===== src/rtl/nco_baud_gen.sv =====
module nco_baud_gen #(
  parameter int INC_W = 16
) (
  input  logic               clk,
  input  logic               rst_n,
  input  logic               en,
  input  logic               wr_en,
  input  logic               wr_sel,
  input  logic [INC_W/2-1:0] wr_data,
  input  logic               rd_sel,
  output logic [INC_W/2-1:0] rd_data,
  output logic               tick
);
  localparam int HALF = INC_W / 2;

  logic [INC_W-1:0] inc_q;
  logic [INC_W-1:0] acc_q;
  logic             tick_q;
  logic [INC_W:0]   sum;

  assign sum     = {1'b0, acc_q} + {1'b0, inc_q};
  assign rd_data = rd_sel ? inc_q[INC_W-1:HALF] : inc_q[HALF-1:0];
  assign tick    = tick_q;

  always_ff @(posedge clk) begin
    if (!rst_n) begin
      inc_q  <= '0;
      acc_q  <= '0;
      tick_q <= 1'b0;
    end else begin
      if (wr_en && !en) begin
        if (wr_sel) inc_q[INC_W-1:HALF] <= wr_data;
        else        inc_q[HALF-1:0]     <= wr_data;
      end
      if (en) begin
        acc_q  <= sum[INC_W-1:0];
        tick_q <= sum[INC_W];
      end else begin
        acc_q  <= '0;
        tick_q <= 1'b0;
      end
    end
  end


  locked_inc_chk: assert property (@(posedge clk) disable iff (!rst_n)
    en |=> $stable(inc_q));


  hi_write_chk: assert property (@(posedge clk) disable iff (!rst_n)
    (wr_en && !en && wr_sel) |=> (inc_q[INC_W-1:HALF] == $past(wr_data)));


  lo_write_chk: assert property (@(posedge clk) disable iff (!rst_n)
    (wr_en && !en && !wr_sel) |=> (inc_q[HALF-1:0] == $past(wr_data)));


  acc_idle_chk: assert property (@(posedge clk) disable iff (!rst_n)
    !en |=> (acc_q == '0));


  tick_idle_chk: assert property (@(posedge clk) disable iff (!rst_n)
    !en |=> !tick);


  zero_inc_chk: assert property (@(posedge clk) disable iff (!rst_n)
    (inc_q == '0) |=> !tick);
endmodule


===== config.mk =====
export PLATFORM = sky130hd
export DESIGN_NAME = nco_baud_gen
export DESIGN_NICKNAME = d
export VERILOG_FILES = /design/src/rtl/nco_baud_gen.sv
export SDC_FILE = /design/constraint.sdc
export NUM_CORES = 1
export LEC_CHECK = 0
export BUFFER_PORTS_ARGS = -buffer_cell sky130_fd_sc_hd__buf_4
export CAP_MARGIN = 20
export CORE_MARGIN = 10
export CORE_UTILIZATION = 45
export DETAILED_ROUTE_END_ITERATION = 8
export PLACE_DENSITY = 0.67
export SLEW_MARGIN = 25
export SYNTH_ARGS = -nofsm -noshare
export SYNTH_HDL_FRONTEND = slang
export SYNTH_SLANG_ARGS = --single-unit

===== constraint.sdc =====
create_clock -name clk -period 2.03 [get_ports clk]
set_input_delay 0.3045 -clock clk [delete_from_list [all_inputs] [get_ports clk]]
set_output_delay 0.3045 -clock clk [all_outputs]
set_load 0.005 [all_outputs]

==> results.toml, run 1 <==
[layout]
area_growth_pct = 22.5
final_common_cell = "buf_4"
finish.instance_area_mm2 = 0.00240
layout-drive-gt1-share = 0.249
utilization = 0.584
fillers = 381
layout.nets = 275
n_antenna_cell = 0
mostFrequentLayoutCells = "buf_4 (35), dfxtp_1 (32), mux2i_1 (20), nor2b_1 (17)"

[global_route]
grt_pass1_wl_mm = 7.98
grtUsageMet2 = 0.206
grt_max_degree = 21
grt_use_met3 = 0.0369
grt-busiest-layer = "met2"
grt_overflow = 0
met1_usage = 0.167
grt.total_usage = 0.134
antenna_found_initial = 0
first_global_vias = 1578

[timing]
final-setup-viol-count = 0
finalSetupTns_ps = 0
fin_crit_sh = 0.952
finalHoldViolations = 0
tightest_slew_ps = 581
drv_slew = 0
finalClockSkew_ps = 6.59
rsz0062_at_grt = "no"
slew_headroom = 0.612
final.min_clock_period_ps = 1930
fmax_mhz = 517
hold_ws_ps = 282

[setup_path]
path_max_fanout = 4
end_kind = "flop"
cpMaxStageDelayCell = "fa_2"
critPathKind = "flop to flop"
worst-path-stages = 8
critPathLaunch = "inc_q[0]"
worst_ep_required_time_ps = 2210
startpoint_type = "flop"
crit_arrival_ps = 2120
critPathMaxStageDelay_ps = 360
endpoint = "acc_q[10]"
cp_cell_sequence = "ha_4 > fa_2 > a21o_4 > a311oi_4 > buf_4 > o31ai_1 > mux2i_1 > o21ai_1"
worstReg2RegStart = "inc_q[0]"
cpLargestDelayFamily = "compound AO/OA/AOI/OAI gates"
ff2ff_path_depth = 8
cp_num_buf_inv = 1
reg2reg_to = "acc_q[10]"
r2r_slack_ps = 100

[yosys]
synth.distinct_cells = 41
syn-cell-area_mm2 = 0.00196
ys_warn_count = 0
syn-num-nets = 245
ys_seq_area_frac = 0.337
ys_ff_latch = 33
avgSynthCellArea_um2 = 9.17
syn_inst = 214

[clock_tree]
clk-insertion-delay-late_ps = 290
root_buffer = "clkbuf_8"
h-tree-depth = 2
cts.reportedPaths.clkPinSlew_ps = 70
post-cts-setup-buffer-count = 0
ctsHoldBuffers = 0
cts_buffers = 5
clockBufferDepth = 2
cts_tree = "done"
clock-sinks = 33

[detailed_routing]
route.vias.total = 1641
vias_per_cell = 5.56
dr.pass1.iters = 4
ant_nets = 0
wire_per_inst_um = 15.9
first_iter_violations = 88
wl_mm = 4.69
post-route-drc-count = 0

[power]
total_power_mw = 1.49
power_density_mw_per_mm2 = 620
leakagePower_nw = 1.09
irDropWorstVdd_uv = 307

[die]
io_pins = 23
num_rows = 23
die_x_um = 86.0
floorplan.initialDensity = 0.477
coreArea_mm2 = 0.00412
fp.dieH_um = 86.0
die-area_mm2 = 0.00740

[worst_hold_path]
hold_path_class = "input port to flop"

[place]
hpwl_mm = 3.65
io_buffers = 22
place_congestion = 0.811
placed_area_mm2 = 0.00226

[flow_run]
maxCapViolCount = 0

[status]
outcome = "finished clean"
## registers in the layout, summed over array words and instances (netlist names)
name / flops
acc_q: 16
inc_q: 16
tick: 1
## report_power, final
group / leakage, nW / switching (mW) / total (mW) / internal [mW]
Sequential: 0.268 / 0.0136 / 0.680 / 0.666
Combinational: 0.762 / 0.0857 / 0.169 / 0.0833
Clock: 0.0585 / 0.242 / 0.642 / 0.400
Total: 1.09 / 0.341 / 1.49 / 1.15
## synth_stat cells
cell	instances	area share
o21ai_0	5	0.013
o21ai_1	4	0.010
mux2_2	8	0.046
nand2b_1	2	0.0064
o211ai_1	1	0.0038
inv_1	1	0.0019
o31ai_1	2	0.0077
clkbuf_1	11	0.021
o22ai_1	1	0.0032
o21bai_1	2	0.0077
o31a_1	2	0.0089
nor4_1	2	0.0064
xor2_1	2	0.0089
and3_1	4	0.013
a21o_2	1	0.0045
nor2_1	10	0.019
a31oi_1	2	0.0064
a311oi_2	1	0.0077
a2111o_1	1	0.0057
mux2i_1	20	0.10
a21o_4	1	0.0077
ha_1	16	0.10
and2_1	1	0.0032
nand2_1	11	0.021
or4b_1	1	0.0051
fa_1	1	0.010
nor3_1	4	0.010
xnor2_1	2	0.0089
nand3_1	9	0.023
a311oi_1	1	0.0045
nor2b_1	17	0.054
nor3b_1	5	0.019
dfxtp_1	33	0.34
nand3b_1	1	0.0038
a31o_2	1	0.0045
a21o_1	5	0.019
o21a_1	1	0.0038
a21oi_1	15	0.038
buf_1	1	0.0019
and3_2	1	0.0038
nand4_1	5	0.016
## how the worst min path moves through the flow
stage | start | to | slack (ps) | cells after the start
after floorplan | en | acc_q[0] | 450 | 1
after global placement | inc_q[3] | inc_q[3] | 530 | 2
after detailed placement | inc_q[6] | inc_q[6] | 530 | 2
after CTS | wr_data[7] | inc_q[7] | 280 | 3
after global routing | wr_data[6] | inc_q[14] | 300 | 3
final | wr_data[6] | inc_q[14] | 280 | 3
## logic make-up (layout without fill, tap and decap cells)
| family | Yosys count | count (layout) | share of synthesized area |
|---|---|---|---|
| buffers and inverters | 13 | 44 | 0.0249 |
| AND/OR/NAND/NOR | 73 | 73 | 0.204 |
| adder cells (fa/ha/maj) | 17 | 17 | 0.112 |
| multiplexers | 28 | 28 | 0.148 |
| flip-flops | 33 | 33 | 0.337 |
| XOR/XNOR | 4 | 4 | 0.0179 |
| AO/OA/AOI/OAI | 46 | 46 | 0.156 |
## stage by stage
stage | instances | setup slack (ps)
2_1_floorplan | 214 | 71.6
3_3_place_gp | 287 | 46.4
3_5_place_dp | 287 | 0.132
4_1_cts | 295 | 12.9
5_1_grt | 295 | 16.7
6_report | 295 | 96.8
## timing repair
action                                  CTS  global route
endpoints found under the setup margin    2             5
gates resized for setup                   4             2
pin swaps                                 9             3
gates cloned                              0             0
## final cells by class
| class | instances | area (µm²) | area share |
|---|---|---|---|
| sequential | 33 | 662 | 0.275 |
| multi-input combinational | 168 | 1300 | 0.539 |
| clock buffer | 7 | 86.3 | 0.0359 |
| tap | 50 | 62.6 | 0.0260 |
| timing repair buffer | 35 | 263 | 0.109 |
| clock inverter | 1 | 30.0 | 0.0125 |
| inverter | 1 | 3.75 | 0.00156 |
## worst min-delay path, cell delays in order
cell,delay [ps]
buf_4,80
mux2i_1,50
nor2b_1,90
## per-layer routing
metal  share of wire  vias up
met5               0        -
met3           0.049        7
li1                -      842
met1            0.48      767
met2            0.45       25
met4           0.016        0
Note: power is estimated with default switching activity, not from simulation.
==> inputs of run 2 (changes only) <==
--- a/config.mk
+++ b/config.mk
@@ -7,7 +7,6 @@
 export LEC_CHECK = 0
 export BUFFER_PORTS_ARGS = -buffer_cell sky130_fd_sc_hd__buf_4
 export CAP_MARGIN = 20
-export CORE_MARGIN = 10
 export CORE_UTILIZATION = 45
 export DETAILED_ROUTE_END_ITERATION = 8
 export PLACE_DENSITY = 0.67
==> run 2 against run 1 <==
  * Sequential power about the same
  * Combinational power about the same
  * Non-clock buffer count unchanged
  * Via count increased by 1.6%
  * Hold slack got worse by 1.1 ps
  * Maximum frequency decreased by 1.4%
  * Sequential share of layout area decreased by 0.096 points
==> results.toml, run 2 (synthesis gave the netlist of run 1 again) <==
[status]
outcome = "finished clean"

[place]
io_buffers = 22
place_ws_ps = 8.98
place_congestion = 0.804
hpwl_mm = 3.33
placed_area_mm2 = 0.00225
placedCellCount = 286

[clock_tree]
clockBufferDepth = 2
root_buffer = "clkbuf_8"
cts_buffers = 5
cts.reportedPaths.clkPinSlew_ps = 70
h-tree-depth = 2
clock-sinks = 33
clk-insertion-delay-late_ps = 290
cts_tree = "done"

[layout]
final_common_cell = "buf_4"
multi_input_comb_area_mm2 = 0.00131
mostFrequentLayoutCells = "buf_4 (35), dfxtp_1 (32), mux2i_1 (20), nor2b_1 (17), ha_1 (15)"
layout-drive-gt1-share = 0.261
final_cells = 295
seq_area_um2 = 664
fillers = 376
layout.nets = 275
utilization = 0.592
finish.instance_area_mm2 = 0.00242
n_antenna_cell = 0
area_growth_pct = 23.4

[power]
power_density_mw_per_mm2 = 618
leakagePower_nw = 1.09
total_power_mw = 1.50
irDropWorstVdd_uv = 297

[global_route]
grt.total_usage = 0.217
first_global_vias = 1538
antenna_found_initial = 0
grt_overflow = 0
grt_max_degree = 21
grt_pass1_wl_mm = 7.29

[setup_path]
worst_ep_required_time_ps = 2190
end_kind = "flop"
critPathKind = "flop to flop"
path_max_fanout = 4
crit_arrival_ps = 2120
startpoint_type = "flop"

[timing]
final.min_clock_period_ps = 1960
rsz0062_at_grt = "yes"
finalSetupTns_ps = 0
fin_crit_sh = 0.966
hold_ws_ps = 281
finalHoldViolations = 0
fmax_mhz = 510
final-setup-viol-count = 0
tightest_slew_ps = 588
drv_slew = 0
slew_headroom = 0.607
finalClockSkew_ps = 7.04
worst_slack_ps = 69.8

[detailed_routing]
dr.pass1.iters = 4
wl_mm = 4.51
wire_per_inst_um = 15.3
route.vias.total = 1667
ant_nets = 0
first_iter_violations = 93
post-route-drc-count = 0
vias_per_cell = 5.65

[die]
die-area_mm2 = 0.00463
num_rows = 23
die_x_um = 68.0
floorplan.initialDensity = 0.480
io_pins = 23
fp.dieH_um = 68.0
coreArea_mm2 = 0.00409

[worst_hold_path]
hold_path_class = "input port to flop"

[flow_run]
maxCapViolCount = 0
run 2: cell types whose count changed in the layout (fill, tap and decap cells not counted):
cell     change
dfxtp_4      +1
nor4_2       +1
o31ai_1      -1
a21oi_2      +1
dfxtp_2      -1
a21oi_1      -1
o31ai_2      +1
nor4_1       -1
run 2: final timing paths:
| kind | slack [ps] | cells past startpoint | end | start |
|---|---|---|---|---|
| min reg2reg | 550 | 2 | inc_q[4] | inc_q[4] |
| max | 70 | 8 | acc_q[10] | inc_q[0] |
| max reg2reg | 70 | 8 | acc_q[10] | inc_q[0] |
| min | 280 | 3 | inc_q[9] | wr_data[1] |
run 2: critical path: stages (launching register included):
cell,delay [ps]
dfxtp_4,360
ha_4,160
fa_2,340
a21o_4,220
a311oi_4,280
buf_4,180
o31ai_2,70
mux2i_1,140
o21ai_1,80
run 2: metal layers:
layer	global-route usage	part of all wire	up-vias
met5	0	0	-
met4	0.0651	0.013	0
met3	0.0583	0.035	5
met2	0.354	0.46	26
met1	0.277	0.49	795
li1	-	-	841
run 2: where the power goes:
part / internal [mW] / switching [mW]
Clock: 0.400 / 0.248
Sequential: 0.665 / 0.0140
Combinational: 0.0832 / 0.0859
run 2: final cells by class:
| type | count | area share |
|---|---|---|
| clock inverter | 1 | 0.0124 |
| clock buffer | 7 | 0.0357 |
| timing repair buffer | 35 | 0.109 |
| tap | 50 | 0.0258 |
| multi-input combinational | 168 | 0.542 |
| inverter | 1 | 0.00155 |
| sequential | 33 | 0.274 |
run 2: repair_timing:
action	4_1_cts	5_1_grt
setup endpoints to repair	2	5
gates resized for setup	4	6
hold buffers	0	0
setup buffers	1	0
pin swaps	6	6
==> inputs of run 3 (changes only) <==
--- a/config.mk
+++ b/config.mk
@@ -5,11 +5,12 @@
 export SDC_FILE = /design/constraint.sdc
 export NUM_CORES = 1
 export LEC_CHECK = 0
+export ABC_AREA = 1
 export BUFFER_PORTS_ARGS = -buffer_cell sky130_fd_sc_hd__buf_4
 export CAP_MARGIN = 20
 export CORE_UTILIZATION = 45
 export DETAILED_ROUTE_END_ITERATION = 8
-export PLACE_DENSITY = 0.67
+export PLACE_DENSITY = 0.66
 export SLEW_MARGIN = 25
 export SYNTH_ARGS = -nofsm -noshare
 export SYNTH_HDL_FRONTEND = slang
==> run 3 against run 2 <==
  * Core utilization down 3.2 points
  * Largest power group unchanged
  * Clock skew about the same
  * Non-clock buffer count down 13
  * Highest routed layer unchanged
  * Critical path depth unchanged
==> results.toml, run 3 <==
[status]
outcome = "finished clean"

[yosys]
ys_seq_area_frac = 0.327
synth.distinct_cells = 23
syn-num-nets = 341
ys.flop_type = "dfxtp_1"
yosysTopAreaCellShare = 0.327
avgSynthCellArea_um2 = 6.51
syn_inst = 310
synth_top_cells_by_count = "nand2_1 (85), inv_1 (55), dfxtp_1 (33)"
synth_edf_count = 0
ys_warn_count = 0
yosysMostFrequentCell = "nand2_1"
yosysTopAreaCell = "dfxtp_1"
ys_ff_latch = 33
syn-cell-area_mm2 = 0.00202
synthTopCellsByArea = "dfxtp_1 (33%), nand2_1 (16%), inv_1 (10%), ha_1 (9.9%), a21oi_1 (7.9%)"
synth_async_sr_flop_share = 0

[power]
leakagePower_nw = 1.19
power_density_mw_per_mm2 = 631
irDropWorstVdd_uv = 319
total_power_mw = 1.46

[setup_path]
end_kind = "flop"
reg2reg_to = "tick"
ff2ff_path_depth = 8
cpMaxStageDelayCell = "fa_1"
critPathMaxStageDelay_ps = 410
worst_ep_required_time_ps = 2210
critPathKind = "flop to flop"
worstReg2RegStart = "inc_q[0]"
path_common_cell = "nand3_1"
path_max_fanout = 4
r2r_slack_ps = 350
cp_cell_sequence = "ha_1 > fa_1 > nand3_1 > nand3_1 > nand3_1 > nand3_2 > a21oi_1 > nor2_1"
crit_arrival_ps = 1860
startpoint_type = "flop"

[global_route]
grt.total_usage = 0.232
first_global_vias = 1738
antenna_found_initial = 0
grt_pass1_wl_mm = 7.78
grt_overflow = 0
grt_max_degree = 18

[worst_hold_path]
whs_path_depth = 3
worstHoldStart = "wr_data[7]"
hold_path_class = "input port to flop"
holdPathEnd = "inc_q[7]"

[detailed_routing]
route.vias.total = 1880
ant_nets = 0
first_iter_violations = 60
dr.pass1.iters = 5
vias_per_cell = 4.90
wire_per_inst_um = 11.9
wl_mm = 4.58
post-route-drc-count = 0

[timing]
finalClockSkew_ps = 6.93
rsz0062_at_grt = "no"
finalHoldViolations = 0
worst_slack_ps = 355
tightest_slew_ps = 579
drv_slew = 0
final-setup-viol-count = 0
final.min_clock_period_ps = 1680
slew_headroom = 0.613
fin_crit_sh = 0.825
hold_ws_ps = 300
finalSetupTns_ps = 0
fmax_mhz = 597

[die]
coreArea_mm2 = 0.00414
num_rows = 23
fp.dieH_um = 69.0
die-area_mm2 = 0.00476
die_x_um = 69.0
io_pins = 23
floorplan.initialDensity = 0.487

[place]
hpwl_mm = 3.65
placed_area_mm2 = 0.00222
io_buffers = 22
place_congestion = 0.813
placedCellCount = 377
place_ws_ps = 371

[layout]
n_antenna_cell = 0
layout-drive-gt1-share = 0.120
final_common_cell = "nand2_1"
layout.nets = 365
multi_input_comb_area_mm2 = 0.00112
utilization = 0.560
final_cells = 384
mostFrequentLayoutCells = "nand2_1 (85), inv_1 (55), dfxtp_1 (33), a21oi_1 (32), o21ai_0 (29)"
seq_area_um2 = 661
area_growth_pct = 15.0
finish.instance_area_mm2 = 0.00232
fillers = 442

[flow_run]
maxCapViolCount = 0

[clock_tree]
h-tree-depth = 2
cts.reportedPaths.clkPinSlew_ps = 70
clock-sinks = 33
ctsHoldBuffers = 0
post-cts-setup-buffer-count = 0
cts_buffers = 5
clockBufferDepth = 2
cts_resized = 0
root_buffer = "clkbuf_8"
cts_tree = "done"
clk-insertion-delay-late_ps = 290
[run 3: cell count changes after synthesis, sizes merged, moves of 5 or more]
cell and delta:
nand2 +78, inv +56, o21ai +21, mux2i -20
a21oi +18, nor2b -17, nor2 +16, clkbuf -9
mux2 -8, a21o -7, and3 -5, nand4 -5
nor3b -5
[run 3: metal layers]
layer | routed length, µm | track usage | up-vias
met5 | 0 | 0 | -
met3 | 196 | 0.0724 | 7
li1 | - | - | 1018
met2 | 2100 | 0.385 | 32
met1 | 2220 | 0.284 | 823
met4 | 63 | 0.0714 | 0
[run 3: power breakdown]
| group | internal, mW | leakage [nW] | total [mW] | switching (mW) |
|---|---|---|---|---|
| clock network | 0.357 | 0.0540 | 0.603 | 0.247 |
| logic | 0.0711 | 0.872 | 0.168 | 0.0972 |
| registers | 0.673 | 0.269 | 0.693 | 0.0197 |
| total | 1.10 | 1.19 | 1.46 | 0.364 |
[run 3: how the worst max path moves through the flow]
| stage | startpoint | end | slack [ps] | cells after the start |
|---|---|---|---|---|
| global route | inc_q[0] | acc_q[8] | 220 | 9 |
| CTS | inc_q[0] | tick | 360 | 8 |
| floorplan | inc_q[0] | tick | 500 | 8 |
| detailed placement | inc_q[0] | tick | 370 | 8 |
| global placement | inc_q[0] | tick | 400 | 8 |
| finish | inc_q[0] | tick | 350 | 8 |
[run 3: kinds of logic after synthesis]
family                   count (synthesis)  synth area share
AND/OR/NAND/NOR                        135             0.282
buffers and inverters                   62             0.120
flip-flops                              33             0.327
adder cells (fa/ha/maj)                 17             0.109
AO/OA/AOI/OAI                           63             0.162
[run 3: layout make-up]
class	instances	share of cell area
multi-input cells	215	0.481
inverters	57	0.0921
clock inverters	2	0.0151
flip-flops and latches	33	0.284
clock buffers	5	0.0296
repair buffers	22	0.0711
well taps	50	0.0269
[run 3: worst max-delay path: cells and delay by family (launching register included)]
kind	cells	cell delay, ps
and+or+nand+nor	5	500
AOI/OAI and AO/OA	1	130
adders and majority gates	2	630
DFF	1	320
